## src/rtl/tx_nib_pkg.sv

```systemverilog
package tx_nib_pkg;

    typedef struct packed {
        logic lsb_first;
        logic sync_high;
        logic offset_bin;
        logic neg_edge;
    } nib_cfg_t;

    localparam nib_cfg_t CFG_RESET = '0;

    typedef enum logic {
        PH_IDLE_OR_FIRST = 1'b0,
        PH_SECOND        = 1'b1
    } nib_phase_e;

    // level of the sync line for the opening (first=1) or closing nibble
    function automatic logic sync_level(input logic sync_high, input logic first);
        return first ? sync_high : ~sync_high;
    endfunction

endpackage

```

## src/rtl/tx_nib_fmt.sv

```systemverilog
module tx_nib_fmt
    import tx_nib_pkg::*;
#(
    parameter int WORD_W = 12
) (
    input  logic [WORD_W-1:0]   word,
    input  nib_cfg_t            cfg,
    output logic [WORD_W/2-1:0] nib_first,
    output logic [WORD_W/2-1:0] nib_second
);
    localparam int NIB_W = WORD_W / 2;

    logic [WORD_W-1:0] conv;
    logic [NIB_W-1:0]  hi_half;
    logic [NIB_W-1:0]  lo_half;

    always_comb begin
        conv       = word ^ {cfg.offset_bin, {(WORD_W-1){1'b0}}};
        hi_half    = conv[WORD_W-1:NIB_W];
        lo_half    = conv[NIB_W-1:0];
        nib_first  = cfg.lsb_first ? lo_half : hi_half;
        nib_second = cfg.lsb_first ? hi_half : lo_half;
    end
endmodule

```

## src/rtl/tx_nib_seq.sv

```systemverilog
module tx_nib_seq
    import tx_nib_pkg::*;
#(
    parameter int WORD_W = 12
) (
    input  logic                clk,
    input  logic                rst,
    input  logic                in_valid,
    output logic                in_ready,
    input  nib_cfg_t            cfg_in,
    input  logic [WORD_W/2-1:0] nib_first,
    input  logic [WORD_W/2-1:0] nib_second,
    output logic [WORD_W/2-1:0] q_data,
    output logic                q_sync,
    output nib_cfg_t            cfg_q
);
    localparam int NIB_W = WORD_W / 2;

    nib_phase_e       phase;
    logic [NIB_W-1:0] second_q;
    logic             accept;

    assign in_ready = (phase == PH_IDLE_OR_FIRST);
    assign accept   = in_valid && in_ready;

    always_ff @(posedge clk) begin
        if (rst) begin
            phase    <= PH_IDLE_OR_FIRST;
            second_q <= '0;
            q_data   <= '0;
            q_sync   <= sync_level(CFG_RESET.sync_high, 1'b0);
            cfg_q    <= CFG_RESET;
        end else if (phase == PH_SECOND) begin
            q_data <= second_q;
            q_sync <= sync_level(cfg_q.sync_high, 1'b0);
            phase  <= PH_IDLE_OR_FIRST;
        end else if (accept) begin
            cfg_q    <= cfg_in;
            q_data   <= nib_first;
            second_q <= nib_second;
            q_sync   <= sync_level(cfg_in.sync_high, 1'b1);
            phase    <= PH_SECOND;
        end
    end
endmodule

```

## src/rtl/tx_nib_launch.sv

```systemverilog
module tx_nib_launch #(
    parameter int NIB_W = 6
) (
    input  logic             clk,
    input  logic             rst,
    input  logic             sel_neg,
    input  logic [NIB_W-1:0] d_data,
    input  logic             d_sync,
    output logic [NIB_W-1:0] o_data,
    output logic             o_sync
);
    logic [NIB_W-1:0] neg_data;
    logic             neg_sync;

    // half-cycle retiming copy for falling-edge launch
    always_ff @(negedge clk) begin
        if (rst) begin
            neg_data <= '0;
            neg_sync <= 1'b1;
        end else begin
            neg_data <= d_data;
            neg_sync <= d_sync;
        end
    end

    assign o_data = sel_neg ? neg_data : d_data;
    assign o_sync = sel_neg ? neg_sync : d_sync;
endmodule

```

## src/rtl/tx_nib_splitter.sv

```systemverilog
module tx_nib_splitter
    import tx_nib_pkg::*;
#(
    parameter int WORD_W = 12
) (
    input  logic                clk,
    input  logic                rst,
    input  logic                in_valid,
    input  logic [WORD_W-1:0]   in_data,
    output logic                in_ready,
    input  logic                cfg_lsb_first,
    input  logic                cfg_sync_high,
    input  logic                cfg_offset_bin,
    input  logic                cfg_neg_edge,
    output logic [WORD_W/2-1:0] tx_data,
    output logic                tx_sync
);
    localparam int NIB_W = WORD_W / 2;

    nib_cfg_t         cfg_live;
    nib_cfg_t         cfg_q;
    logic [NIB_W-1:0] nib_first;
    logic [NIB_W-1:0] nib_second;
    logic [NIB_W-1:0] seq_data;
    logic             seq_sync;
    logic [3:0]       cfg_q_bits;

    always_comb begin
        cfg_live.lsb_first  = cfg_lsb_first;
        cfg_live.sync_high  = cfg_sync_high;
        cfg_live.offset_bin = cfg_offset_bin;
        cfg_live.neg_edge   = cfg_neg_edge;
    end

    assign cfg_q_bits = cfg_q;

    tx_nib_fmt #(.WORD_W(WORD_W)) u_fmt (
        .word       (in_data),
        .cfg        (cfg_live),
        .nib_first  (nib_first),
        .nib_second (nib_second)
    );

    tx_nib_seq #(.WORD_W(WORD_W)) u_seq (
        .clk        (clk),
        .rst        (rst),
        .in_valid   (in_valid),
        .in_ready   (in_ready),
        .cfg_in     (cfg_live),
        .nib_first  (nib_first),
        .nib_second (nib_second),
        .q_data     (seq_data),
        .q_sync     (seq_sync),
        .cfg_q      (cfg_q)
    );

    tx_nib_launch #(.NIB_W(NIB_W)) u_launch (
        .clk     (clk),
        .rst     (rst),
        .sel_neg (cfg_q.neg_edge),
        .d_data  (seq_data),
        .d_sync  (seq_sync),
        .o_data  (tx_data),
        .o_sync  (tx_sync)
    );
endmodule

```

## config.mk

```make
export PLATFORM = sky130hd
export DESIGN_NAME = tx_nib_splitter
export DESIGN_NICKNAME = d
export VERILOG_FILES = /design/src/rtl/tx_nib_pkg.sv /design/src/rtl/tx_nib_fmt.sv /design/src/rtl/tx_nib_seq.sv /design/src/rtl/tx_nib_launch.sv /design/src/rtl/tx_nib_splitter.sv
export SDC_FILE = /design/constraint.sdc
export NUM_CORES = 1
export LEC_CHECK = 0
export ABC_AREA = 1
export BUFFER_PORTS_ARGS = -buffer_cell sky130_fd_sc_hd__buf_2
export CORE_ASPECT_RATIO = 1.25
export CORE_UTILIZATION = 30
export DETAILED_ROUTE_END_ITERATION = 6
export PLACE_DENSITY = 0.53
export REMOVE_ABC_BUFFERS = 1
export SYNTH_ARGS = -nofsm -noshare
export SYNTH_HDL_FRONTEND = slang
export SYNTH_SLANG_ARGS = --single-unit
```

## constraint.sdc

```tcl
create_clock -name clk -period 1.07 [get_ports clk]
set_input_delay 0.214 -clock clk [delete_from_list [all_inputs] [get_ports clk]]
set_output_delay 0.214 -clock clk [all_outputs]
set_load 0.01 [all_outputs]
```

==> flow_summary.yaml, run 1 <==
grt:
  grt_first_pass_wirelength_mm: 3.71
  globalRouteMet2Util: 0.211
  top_usage_layer: "met2"
  globalRoute.totalOverflow: 0
  first_global_vias: 877
  grt_max_degree: 16
  grt_util_all_layers: 0.135
  groute.layer.met1.usage: 0.185
  grt_antenna_before_repair: 0
  use_met3: 0.0267
logic_synthesis:
  yosysMostFrequentCell: "nand2_1"
  synth-main-ff-cell: "dfxtp_1"
  netlist_top_cells_area: "dfxtp_1 (44%), nand2_1 (12%), a21oi_1 (8.7%), nor2_1 (7.2%), o21ai_0 (6.7%)"
  yosysTopAreaCellShare: 0.442
  post_synth_edffs: 0
  yosys.cell_types.count: 20
  number_of_register_bits_inferred_by_synthesis: 23
  synthesis.area_um2: 1040
  yosys-top-cells-count: "nand2_1 (32), dfxtp_1 (23), nor2_1 (20)"
  yosysTopAreaCell: "dfxtp_1"
  synth_warnings: 0
  synth.yosys.seq_area_share: 0.442
  syn_area_per_cell_um2: 7.23
  netlist_instances: 144
  ys_async_sr_fraction: 0
power:
  totalPowerFinal_mw: 1.90
  p_per_area_nw_per_um2: 1430
  power.static_leakage_nw: 0.641
  vdd_ir_max_mv: 0.745
routing:
  drt.antenna.violating_nets: 0
  post_drt_wl_per_cell_um: 10.1
  first_pass_iters: 4
  remaining_drc_errors: 0
  num_vias: 984
  drt_first_iter_violations: 21
  vias_cell: 4.49
  totalWireLength_mm: 2.22
placement:
  placedCellCount: 209
  place.port_buffers: 26
  dpl.hpwl_mm: 1.73
  dpl_worst_slack_ps: -228
  placement.cell_area_um2: 1250
  finalWeightedCongestion: 0.715
setup_path:
  crit_arrival_ps: 1400
  worstSetupStartpoint: "u_launch.neg_data[0]"
  cp_data_required_time_ps: 860
  setup.worst_path.class: "flip-flop to output pin"
  crit_path_top_delay_cell: "dfxtp_2"
  regToRegEndpoint: "u_launch.neg_data[0]"
  beginning_of_the_worst_register_to_register_path: "u_seq.q_data[0]"
  critical_path.startpoint_type: "flip-flop"
  critical_path.cell_chain: "nand2_1 > o21ai_1 > buf_2"
  timing.critical_path.to_type: "output pin"
  critical_path.endpoint: "tx_data[0]"
  worstPathMaxFanout: 1
  regToRegSetupSlack_ps: 40
  ff2ff_path_depth: 2
  worst_path_largest_cell_delay_ps: 310
timing:
  clock_skew_ps: 64.1
  timing_hold_violations_final: 0
  max-slew-margin-rel: 0.782
  maxSlewViolCount: 0
  setup_ws_ps: -544
  tightest_slew_ps: 326
  timing.final.setup_violations: 7
  hold-worst-slack_ps: 181
  rsz_0062_raised_after_global_routing: "yes"
floorplan:
  ios: 27
  placementRows: 23
  chipWidth_um: 54.7
  initial_core_utilization: 0.320
  die-height_um: 67.9
  dieArea_um2: 3710
  floorplan.core_area_um2: 3250
worst_hold_path:
  hold_path_class: "input pin to flip-flop"
cells_and_area:
  final_net_count: 202
  syn2layout_area_growth_pct: 27.9
  stdcell_count: 219
  final_design_area_no_fill_um2: 1330
  final_layout_size_suffix_gt1_frac: 0.280
  insertedDiodeCount: 0
cts:
  cts.htree.levels: 1
  insertion_delay_ps: 330
  post-cts-setup-buffer-count: 0
  clk_transition_reported_paths_ps: 80
  max-clock-path-buffers: 2
  tritoncts: "yes"
  cts.sinks: 23
  cts-buffers-inserted: 3
  holdBufCountCts: 0
  root_buffer: "clkbuf_8"
outcome:
  violations: "setup timing"
  status: "complete, but fails checks"
run:
  drv.max_cap_violation_count: 0
metal layers:
layer,share of wire,vias to the layer above,routed length (um)
met1,0.49,420,1080
met3,0.045,2,100
met2,0.46,25,1020
met4,0.0063,0,14
met5,0,-,0
li1,-,537,-
cell type report:
type	instances	area, um^2
Fill cell	343	1920
Multi-Input combinational cell	101	487
Sequential cell	23	468
Timing Repair Buffer	34	203
Inverter	13	53.8
Tap cell	37	46.3
Clock buffer	3	41.3
Clock inverter	8	32.5
timing repair:
item / in CTS / in global routing
hold endpoints to repair: 0 / 0
endpoints found under the setup margin: 8 / 9
pin swaps: 6 / 1
gates resized for setup: 9 / 5
power by group:
part,leakage (nW),internal [mW],switching (mW)
sequential,0.192,0.916,0.0269
combinational,0.386,0.138,0.174
clock,0.0633,0.299,0.346
total,0.641,1.35,0.546
state kept, by name, summed over array words and instances, names as in the netlist:
name,cells
u_launch.neg_data,6
u_seq.q_data,6
u_seq.second_q,6
u_seq.cfg_q,2
u_launch.neg_sync,1
u_seq.phase,1
u_seq.q_sync,1
through the flow:
stage,utilization,setup TNS (ps)
final,0.409,-3750
after global placement,0.384,-1680
after CTS,0.407,-3840
after detailed placement,0.384,-1850
after global routing,0.409,-4270
after floorplan,-,-1310
kinds of logic after synthesis:
logic type,after synthesis,synth area share
simple gates,61,0.250
buf+inv,20,0.0938
compound gates,40,0.214
flops,23,0.442
critical path, delay by kind of cell, from the launching register on:
family                 cells  cell delay (ps)
DFF                        1              310
buffers and inverters      1              130
AOI/OAI and AO/OA          1               60
and+or+nand+nor            1               40
worst min path at each step:
stage | slack (ps) | to | start | cells past startpoint
floorplan | 280 | u_seq.q_data[4] | rst | 1
global placement | 440 | u_seq.q_sync | cfg_sync_high | 3
detailed placement | 460 | u_seq.q_sync | cfg_sync_high | 3
CTS | 180 | u_seq.second_q[0] | in_data[0] | 3
global route | 190 | u_seq.second_q[1] | in_data[1] | 3
finish | 180 | u_seq.q_sync | cfg_sync_high | 3
cells in the final DEF (no fill, tap or decap), drive strengths merged:
cell,Yosys,routed
or2,5,5
clkbuf,2,3
dfxtp,23,23
a21boi,6,6
buf,4,34
o21ai,14,14
a21oi,19,19
nor2,22,22
nand3,1,1
o2111ai,1,1
nand2,33,33
inv,14,21
No activity file was read; power rests on OpenSTA's default activity.
==> run 2: changes to the inputs <==
--- a/config.mk
+++ b/config.mk
@@ -8,9 +8,9 @@
 export ABC_AREA = 1
 export BUFFER_PORTS_ARGS = -buffer_cell sky130_fd_sc_hd__buf_2
 export CORE_ASPECT_RATIO = 1.25
-export CORE_UTILIZATION = 30
+export CORE_UTILIZATION = 50
 export DETAILED_ROUTE_END_ITERATION = 6
-export PLACE_DENSITY = 0.53
+export PLACE_DENSITY = 0.79
 export REMOVE_ABC_BUFFERS = 1
 export SYNTH_ARGS = -nofsm -noshare
 export SYNTH_HDL_FRONTEND = slang
==> run 2 against run 1 <==
Against the previous run:
- register-to-register slack got worse by 40 ps
- the run still ends with setup timing left
- wire length fell by 0.45%
- clock power rose by 15%
- critical path depth did not move
- sequential share of layout area rose by 0.91 points
- clock-buffer cell count did not move
- setup slack got worse by 79 ps
==> flow_summary.yaml, run 2 (synthesis gave the netlist of run 1 again) <==
outcome:
  status: "complete, but fails checks"
  violations: "setup timing"
cells_and_area:
  layout_common_cells: "nand2_1 (32), buf_2 (26), nor2_1 (20)"
  mostFrequentLayoutCell: "nand2_1"
  insertedDiodeCount: 0
  multi_input_area_um2: 483
  largest_registers: "u_launch.neg_data (6), u_seq.q_data (6), u_seq.second_q (6)"
  final_layout_size_suffix_gt1_frac: 0.300
  final_net_count: 200
  syn2layout_area_growth_pct: 25.0
  area.sequential_um2: 469
  fillCellCount: 187
grt:
  grt_antenna_before_repair: 0
  globalRoute.totalOverflow: 0
  first_global_vias: 807
  grt_first_pass_wirelength_mm: 3.30
  grt_max_degree: 16
  grt_util_all_layers: 0.193
routing:
  first_pass_iters: 4
  remaining_drc_errors: 0
  drt.antenna.violating_nets: 0
  vias_cell: 5.15
  num_vias: 1030
  totalWireLength_mm: 2.21
  drt_first_iter_violations: 36
  post_drt_wl_per_cell_um: 11.1
floorplan:
  initial_core_utilization: 0.531
  placementRows: 18
  chipWidth_um: 42.8
  floorplan.core_area_um2: 1960
  die-height_um: 53.0
  ios: 27
  dieArea_um2: 2270
setup_path:
  crit_arrival_ps: 1480
  setup.worst_path.class: "flip-flop to output pin"
  cp_data_required_time_ps: 860
  critical_path.startpoint_type: "flip-flop"
  regToRegSetupSlack_ps: 0
  timing.critical_path.to_type: "output pin"
  worstPathMaxFanout: 1
timing:
  timing.final.setup_violations: 8
  rsz_0062_raised_after_global_routing: "yes"
  timing.setup.tns_ps: -4370
  tightest_slew_ps: 425
  clock_skew_ps: 59.1
  timing_hold_violations_final: 0
  setup_ws_ps: -623
  max-slew-margin-rel: 0.716
  maxSlewViolCount: 0
  hold-worst-slack_ps: 123
placement:
  dpl.hpwl_mm: 1.56
  finalWeightedCongestion: 0.819
  place.port_buffers: 26
  dpl_worst_slack_ps: -254
cts:
  cts.sinks: 23
  cts-buffers-inserted: 3
  post-cts-setup-buffer-count: 0
  ctsResizeCount: 5
  holdBufCountCts: 0
  cts.htree.levels: 1
  insertion_delay_ps: 370
  max-clock-path-buffers: 2
  tritoncts: "yes"
  root_buffer: "clkbuf_4"
  clk_transition_reported_paths_ps: 140
power:
  combinational_cell_fraction_of_total_power: 0.150
  power.static_leakage_nw: 0.626
  intPower_mw: 1.46
  power_switching_mw: 0.535
  p_seq_frac: 0.479
  p_per_area_nw_per_um2: 1530
  totalPowerFinal_mw: 2.00
  netSwitchingFraction: 0.268
  pwr-share-clk: 0.372
  vdd_ir_max_mv: 0.925
run:
  drv.max_cap_violation_count: 0
worst_hold_path:
  hold_path_class: "input pin to flip-flop"
## run 2: cell count changes in the layout (fill, tap and decap cells not counted), sizes merged
cell      before  now
inv           21   19
bufinv         0    1
buf           34   32
clkinvlp       0    1
## run 2: layout make-up
cell class	count	area share
Multi-Input combinational cell	101	0.371
Sequential cell	23	0.361
Timing Repair Buffer	32	0.144
Inverter	13	0.0442
Clock inverter	8	0.0433
Tap cell	20	0.0192
Clock buffer	3	0.0173
## run 2: through the flow
| step | util | std cells | instance area, um^2 |
|---|---|---|---|
| floorplan | - | 138 | 1000 |
| global placement | 0.619 | 190 | 1210 |
| detailed placement | 0.619 | 190 | 1210 |
| CTS | 0.660 | 200 | 1290 |
| global route | 0.664 | 200 | 1300 |
| finish | 0.664 | 200 | 1300 |
## run 2: path summary, 6_finish.rpt
| check | from | to | depth (start not counted) |
|---|---|---|---|
| hold reg to reg | u_seq.cfg_q[2] | u_seq.cfg_q[2] | 2 |
| setup reg to reg | u_seq.phase | u_seq.second_q[2] | 5 |
| setup / recovery | u_launch.neg_data[2] | tx_data[2] | 3 |
| hold / removal | cfg_sync_high | u_seq.q_sync | 3 |
## run 2: worst max-delay path, cell delays in order (launching register included)
cell and delay [ps]:
dfxtp_2 310, nand2_1 40, o21ai_1 80, buf_2 140
## run 2: routing by layer
layer / vias to the layer above / track usage / part of all wire
met4: 0 / 0.0781 / 0.0068
met1: 462 / 0.235 / 0.41
met5: - / 0 / 0
met3: 2 / 0.0307 / 0.060
met2: 35 / 0.336 / 0.52
li1: 531 / - / -
## run 2: power groups by stage
stage	clock network, mW	registers [mW]	logic, mW
final	0.742	0.956	0.299
after global routing	0.797	0.963	0.331
after CTS	0.751	0.952	0.291
after detailed placement	0.0462	0.968	0.288
after global placement	0.0462	0.965	0.278
after floorplan	0.0462	0.961	0.156
